### config.mk
export PLATFORM = sky130hd
export DESIGN_NAME = cio_slave
export DESIGN_NICKNAME = d
export VERILOG_FILES = /design/src/rtl/cio_pkg.sv /design/src/rtl/cio_decode.sv /design/src/rtl/cio_in_port.sv /design/src/rtl/cio_out_port.sv /design/src/rtl/cio_slave.sv
export SDC_FILE = /design/constraint.sdc
export NUM_CORES = 1
export LEC_CHECK = 0
export ABC_AREA = 1
export CORE_AREA = 10 10 82 84
export CTS_BUF_LIST = sky130_fd_sc_hd__clkbuf_8 sky130_fd_sc_hd__clkbuf_16
export DETAILED_ROUTE_END_ITERATION = 7
export DIE_AREA = 0 0 92 94
export GPL_TIMING_DRIVEN = 0
export PLACE_DENSITY = 0.8
export SYNTH_ARGS = -nofsm -noshare
export SYNTH_HDL_FRONTEND = slang
export SYNTH_SLANG_ARGS = --single-unit
### constraint.sdc
create_clock -name clk -period 1.5 [get_ports clk]
set_input_delay 0.15 -clock clk [delete_from_list [all_inputs] [get_ports clk]]
set_output_delay 0.15 -clock clk [all_outputs]
set_load 0.01 [all_outputs]
### src/rtl/cio_pkg.sv
package cio_pkg;
   typedef enum logic [1:0] {
      OFF_IN_CHAR  = 2'd0,
      OFF_OUT_CHAR = 2'd1,
      OFF_STATUS   = 2'd2,
      OFF_NONE     = 2'd3
   } cio_off_e;

   localparam int unsigned STAT_IN_BIT  = 0;
   localparam int unsigned STAT_OUT_BIT = 1;
endpackage

### src/rtl/cio_decode.sv
module cio_decode
   import cio_pkg::*;
#(
   parameter int unsigned    ADDR_W    = 32,
   parameter logic [ADDR_W-1:0] BASE_ADDR = '0
) (
   input  logic              clk,
   input  logic              rst_n,
   input  logic [ADDR_W-1:0] addr,
   input  logic              rd,
   input  logic              wr,
   input  logic              master_rdy,
   output logic              hit_in,
   output logic              hit_out,
   output logic              hit_stat,
   output logic              first,
   output logic              slave_rdy
);
   localparam int unsigned TAG_W = ADDR_W - 2;

   generate
      if (ADDR_W < 3) begin : g_bad_addr
         $error("cio_decode: ADDR_W must be at least 3");
      end
   endgenerate

   logic     selected;
   cio_off_e off;

   assign selected = (addr[ADDR_W-1:2] == BASE_ADDR[ADDR_W-1:2]);
   assign off      = cio_off_e'(addr[1:0]);

   assign hit_in   = master_rdy && selected && rd && (off == OFF_IN_CHAR);
   assign hit_out  = master_rdy && selected && wr && (off == OFF_OUT_CHAR);
   assign hit_stat = master_rdy && selected && rd && (off == OFF_STATUS);
   assign first    = (hit_in || hit_out || hit_stat) && !slave_rdy;

   always_ff @(posedge clk) begin
      if (!rst_n) slave_rdy <= 1'b0;
      else        slave_rdy <= hit_in || hit_out || hit_stat;
   end

   // response drops one cycle after the request goes away
   a_r4_rdy_drops: assert property (@(posedge clk) disable iff (!rst_n)
      !master_rdy |=> !slave_rdy);
   // no response without a request in the cycle before
   a_r4_rdy_needs_req: assert property (@(posedge clk) disable iff (!rst_n)
      slave_rdy |-> $past(master_rdy));
   // a foreign address never yields a response
   a_r2_foreign_silent: assert property (@(posedge clk) disable iff (!rst_n)
      (addr[ADDR_W-1:2] != BASE_ADDR[ADDR_W-1:2]) |=> !slave_rdy);

   logic unused_tag;
   assign unused_tag = (TAG_W == 0);
endmodule

### src/rtl/cio_in_port.sv
module cio_in_port #(
   parameter int unsigned CHAR_W      = 8,
   parameter int unsigned SYNC_STAGES = 2
) (
   input  logic              clk,
   input  logic              rst_n,
   input  logic [CHAR_W-1:0] src_char,
   input  logic              src_valid,
   input  logic              rd_clr,
   output logic [CHAR_W-1:0] in_data,
   output logic              in_flag
);
   logic valid_s;
   logic valid_prev;
   logic rise;

   generate
      if (SYNC_STAGES == 0) begin : g_direct
         assign valid_s = src_valid;
      end else begin : g_sync
         logic [SYNC_STAGES-1:0] chain;
         if (SYNC_STAGES == 1) begin : g_one
            always_ff @(posedge clk) begin
               if (!rst_n) chain <= '0;
               else        chain <= src_valid;
            end
         end else begin : g_many
            always_ff @(posedge clk) begin
               if (!rst_n) chain <= '0;
               else        chain <= {chain[SYNC_STAGES-2:0], src_valid};
            end
         end
         assign valid_s = chain[SYNC_STAGES-1];
      end
   endgenerate

   assign rise = valid_s && !valid_prev;

   always_ff @(posedge clk) begin
      if (!rst_n) begin
         valid_prev <= 1'b0;
         in_data    <= '0;
         in_flag    <= 1'b0;
      end else begin
         valid_prev <= valid_s;
         if (rise) begin
            in_data <= src_char;
            in_flag <= 1'b1;
         end else if (rd_clr) begin
            in_flag <= 1'b0;
         end
      end
   end

   // the flag only rises because of a strobe edge
   a_r5_flag_from_edge: assert property (@(posedge clk) disable iff (!rst_n)
      $rose(in_flag) |-> $past(rise));
   // the flag only falls because of a data read
   a_r6_clear_from_read: assert property (@(posedge clk) disable iff (!rst_n)
      $fell(in_flag) |-> $past(rd_clr));
endmodule

### src/rtl/cio_out_port.sv
module cio_out_port #(
   parameter int unsigned CHAR_W = 8
) (
   input  logic              clk,
   input  logic              rst_n,
   input  logic [CHAR_W-1:0] wr_char,
   input  logic              wr_fire,
   input  logic              dev_ack,
   output logic [CHAR_W-1:0] dev_char,
   output logic              dev_strobe,
   output logic              out_flag
);
   always_ff @(posedge clk) begin
      if (!rst_n) begin
         dev_char   <= '0;
         dev_strobe <= 1'b0;
         out_flag   <= 1'b1;
      end else begin
         dev_strobe <= wr_fire;
         if (wr_fire) begin
            dev_char <= wr_char;
            out_flag <= 1'b0;
         end else if (dev_ack) begin
            out_flag <= 1'b1;
         end
      end
   end

   // ready comes back only through an acknowledge
   a_r9_set_by_ack: assert property (@(posedge clk) disable iff (!rst_n)
      $rose(out_flag) |-> $past(dev_ack));
   // a strobe always coincides with a busy device
   a_r8_strobe_busy: assert property (@(posedge clk) disable iff (!rst_n)
      dev_strobe |-> !out_flag);
   // a strobe never repeats back to back
   a_r10_single_strobe: assert property (@(posedge clk) disable iff (!rst_n)
      dev_strobe |=> !dev_strobe);
endmodule

### src/rtl/cio_slave.sv
module cio_slave
   import cio_pkg::*;
#(
   parameter int unsigned       ADDR_W      = 32,
   parameter int unsigned       DATA_W      = 32,
   parameter int unsigned       CHAR_W      = 8,
   parameter int unsigned       SYNC_STAGES = 2,
   parameter logic [ADDR_W-1:0] BASE_ADDR   = 32'h0000_4000
) (
   input  logic              clk,
   input  logic              rst_n,
   input  logic [ADDR_W-1:0] bus_addr,
   input  logic              bus_rd,
   input  logic              bus_wr,
   input  logic [DATA_W-1:0] bus_wdata,
   input  logic              master_rdy,
   output logic [DATA_W-1:0] bus_rdata,
   output logic              slave_rdy,
   input  logic [CHAR_W-1:0] src_char,
   input  logic              src_valid,
   output logic [CHAR_W-1:0] dev_char,
   output logic              dev_strobe,
   input  logic              dev_ack
);
   localparam int unsigned STAT_W = 2;

   generate
      if (CHAR_W < 1 || CHAR_W > DATA_W) begin : g_bad_char
         $error("cio_slave: CHAR_W must be between 1 and DATA_W");
      end
      if (DATA_W < STAT_W) begin : g_bad_data
         $error("cio_slave: DATA_W too narrow for status");
      end
   endgenerate

   logic              hit_in, hit_out, hit_stat, first;
   logic [CHAR_W-1:0] in_data;
   logic              in_flag, out_flag;
   logic [DATA_W-1:0] stat_word;
   logic [DATA_W-1:0] char_word;

   cio_decode #(.ADDR_W(ADDR_W), .BASE_ADDR(BASE_ADDR)) u_dec (
      .clk(clk), .rst_n(rst_n), .addr(bus_addr), .rd(bus_rd), .wr(bus_wr),
      .master_rdy(master_rdy), .hit_in(hit_in), .hit_out(hit_out),
      .hit_stat(hit_stat), .first(first), .slave_rdy(slave_rdy)
   );

   cio_in_port #(.CHAR_W(CHAR_W), .SYNC_STAGES(SYNC_STAGES)) u_in (
      .clk(clk), .rst_n(rst_n), .src_char(src_char), .src_valid(src_valid),
      .rd_clr(first && hit_in), .in_data(in_data), .in_flag(in_flag)
   );

   cio_out_port #(.CHAR_W(CHAR_W)) u_out (
      .clk(clk), .rst_n(rst_n), .wr_char(bus_wdata[CHAR_W-1:0]),
      .wr_fire(first && hit_out), .dev_ack(dev_ack), .dev_char(dev_char),
      .dev_strobe(dev_strobe), .out_flag(out_flag)
   );

   generate
      if (CHAR_W == DATA_W) begin : g_full
         assign char_word = in_data;
      end else begin : g_pad
         assign char_word = {{(DATA_W-CHAR_W){1'b0}}, in_data};
         logic unused_wdata;
         assign unused_wdata = ^bus_wdata[DATA_W-1:CHAR_W];
      end
   endgenerate

   always_comb begin
      stat_word               = '0;
      stat_word[STAT_IN_BIT]  = in_flag;
      stat_word[STAT_OUT_BIT] = out_flag;
   end

   always_ff @(posedge clk) begin
      if (!rst_n)        bus_rdata <= '0;
      else if (hit_in)   bus_rdata <= char_word;
      else if (hit_stat) bus_rdata <= stat_word;
      else               bus_rdata <= '0;
   end

   // a status answer never carries bits above the two flags
   a_r7_status_upper_zero: assert property (@(posedge clk) disable iff (!rst_n)
      (slave_rdy && $past(hit_stat)) |-> (bus_rdata[DATA_W-1:STAT_W] == '0));
   // a write answer carries no read data
   a_r3_write_no_data: assert property (@(posedge clk) disable iff (!rst_n)
      $past(hit_out) |-> (bus_rdata == '0));
endmodule

==> results of run 1 <==
[logic make-up after synthesis]
family | share of synthesized area [%]
buf+inv | 25.1
compound gates | 4.45
simple gates | 35.7
other cells | 0.209
flops | 34.5
[metal layers]
metal | wire, microns | part of all wire (%) | up-vias
li1 | - | - | 1009
met1 | 2050 | 38 | 811
met2 | 2950 | 54 | 61
met3 | 353 | 6.5 | 8
met4 | 80 | 1.5 | 0
met5 | 0 | 0 | -
[sequential cells by signal, indices dropped and copies added (netlist names)]
register	count
u_out.dev_strobe	1
bus_rdata	8
u_out.out_flag	1
u_in.g_sync.chain	2
u_out.dev_char	8
u_dec.slave_rdy	1
u_in.in_flag	1
u_in.valid_prev	1
u_in.in_data	8
[where the power goes]
| part | total [mW] | switching, mW | internal [mW] |
|---|---|---|---|
| registers | 0.844 | 0.00490 | 0.839 |
| logic | 0.350 | 0.151 | 0.199 |
| clock network | 0.843 | 0.306 | 0.537 |
[worst min-delay path by stage]
stage                                    start  slack (ns)  depth (start not counted)                   end
after floorplan                      src_valid        0.25                          2  u_in.g_sync.chain[0]
after global placement    u_in.g_sync.chain[0]        0.40                          2  u_in.g_sync.chain[1]
after detailed placement  u_in.g_sync.chain[0]        0.41                          2  u_in.g_sync.chain[1]
after CTS                                rst_n        0.24                          3       u_in.in_data[3]
after global routing                     rst_n        0.29                          3       u_in.in_data[3]
final                                    rst_n        0.27                          3       u_in.in_data[3]
[worst max-delay path, delay by kind of cell]
family                 cells  cell delay (ns)
buffers and inverters      3             0.70
and+or+nand+nor            8             0.76
[layout make-up]
cell class / count / share of cell area [%]
multi-input combinational: 186 / 29.6
timing repair buffer: 73 / 25.6
sequential: 31 / 21.9
inverter: 66 / 8.72
buffer: 29 / 7.05
tap: 70 / 3.08
clock buffer: 6 / 2.91
clock inverter: 2 / 1.23
[synthesized netlist by cell type]
master    instances
and3_1            1
o21ai_0           9
nand2_1          54
inv_1            63
buf_1             1
nand3_2           1
buf_2             1
nand3b_1          2
nand4_1          11
or2_2             1
conb_1            1
a21oi_1           7
clkbuf_1          4
inv_2             3
nand3_4           1
nand2_2           2
nor2_2            3
buf_4            24
dfxtp_1          31
nor2_8            1
nand3_1           7
nor2_1           61
[placed cells by master (no fill, tap or decap), types with 2 or more instances in the layout]
cell type	Yosys	layout
inv_1	63	63
dfxtp_1	31	31
nand3_4	1	2
nand3_1	7	7
o21ai_0	9	9
a21oi_1	7	7
clkdlybuf4s50_1	0	71
inv_2	3	3
nand4_1	11	11
nand2_2	2	2
nor2_2	3	4
clkbuf_8	0	6
nand2_1	54	54
nor2_1	61	59
clkbuf_1	4	3
conb_1	1	24
buf_4	24	26
nand3b_1	2	2
[timing repair]
action	CTS	global route
gates resized for setup	0	5
buffers inserted	0	2
endpoints found under the setup margin	0	13
[stage by stage]
stage	area (sq um)	TNS [ns]
6_report	2840	0
5_1_grt	2840	-0.0736
4_1_cts	2800	0
3_5_place_dp	2680	-2.81
3_3_place_gp	2680	-2.15
2_1_floorplan	1880	0
==> out/metrics.cfg, run 1 <==
[outcome]
outcome=complete, no violations

[finish]
drive_gt1_share_pct=13.0
seqCellArea_sq_um=621
fill_cells=487
final_core_util_pct=56.0
layout.nets=471
insertedDiodeCount=0
area_growth_pct=58.0
multiInputGateArea_sq_um=841
final_cells=463

[worst_setup_path]
crit_type=in2reg
worstReg2RegStart=u_in.g_sync.chain[1]
r2r_end=u_in.in_data[7]
crit_path_end_kind=register
crit_path_start=bus_addr[14]
critPathCapture=u_out.dev_char[5]
reg2reg_depth=5
cp_max_fo=7
worst_path_max_delay_cell=clkdlybuf4s50_1
slowest_delay_ns=0.51
reg2reg_setup_slack_ns=0.22
crit_chain=clkdlybuf4s50_1, inv_1, nor2_1, nand2_1, nor2_2, nand2_2, nor2_8, buf_4, nand4_1, nand2_1, nor2_1
cp.arrival_ns=1.61
critPathLaunchType=primary input
required_ns=1.68

[global_route]
grt_overflow=0
grtUsageTotal_pct=11.8
grt_busiest_layer=met2
met1_usage_pct=11.5
grt_use_met3_pct=4.64
first_global_vias=1829
grt_use_met2_pct=22.3
grt_pass1_wl_microns=8270
antenna_found_initial=0
grt_start_max_net_pins=11

[worst_hold_path]
min_path_type=in2reg

[logic_synthesis]
synth_cell_type_count=22
syn_inst=289
synth_top_area_share_pct=34.5
synthTopCellsByArea=dfxtp_1 (35%), inv_1 (13%), nor2_1 (13%)
synth-seq-area-share_pct=34.5
synth.largest_area_cell=dfxtp_1
ys_warn_count=0
syn-mean-instance-area_sq_um=6.22
netlist_area_sq_um=1800
synth_seq_cells=31

[routing]
ant_nets=0
vias=1889
drt_iter0_drc=59
drc=0
avgViaCountPerCell=4.08
post_drt_wl_per_cell_microns=11.7
firstDrtPassIters=4
routed_wl_microns=5430

[pwr]
p_leak_nw=1.38
p_total_mw=2.04
p_per_area_nw_per_um2=717
peakVddDrop_v=0.000550

[placement]
globalplace.congestion=0.800
dp_hpwl_microns=4470
dp_slack_ns=-0.236
io_buffers=71
place_inst=453

[clocking]
clk_pin_slew_ns=0.06
cts_buffers=5
cts_tree=done
clock_sinks=31
hold_buffers=0
cts_root_buffer=clkbuf_8
htreeDepth=2
clk_path_buf_depth=2
clk_latency_ns=0.29

[timing]
post-route-period-util_pct=95.2
finalClockSkew_ns=0.00647
setup_viol=0
final_max_slew_viol_count=0
whs_ns=0.275
hold_viol_final=0
fmax_mhz=701
fin_crit_ns=1.43
timing.final.ws_setup_ns=0.0727

[floorplanning]
die_x_microns=92
initial_core_util_pct=35.4
io_pins=121
core_region_area_sq_um=5070
die-area_sq_um=8650
core.rowCount=26
die_y_microns=94

[flow_run]
drv_cap=0

(Power assumes the default switching activity.)
==> run 2, diff against run 1 <==
--- a/config.mk
+++ b/config.mk
@@ -10,6 +10,7 @@
 export CTS_BUF_LIST = sky130_fd_sc_hd__clkbuf_8 sky130_fd_sc_hd__clkbuf_16
 export DETAILED_ROUTE_END_ITERATION = 7
 export DIE_AREA = 0 0 92 94
+export GPL_ROUTABILITY_DRIVEN = 0
 export GPL_TIMING_DRIVEN = 0
 export PLACE_DENSITY = 0.8
 export SYNTH_ARGS = -nofsm -noshare
==> results of run 2 <==
Final layout, timing and power as in run 1 (identical DEF).
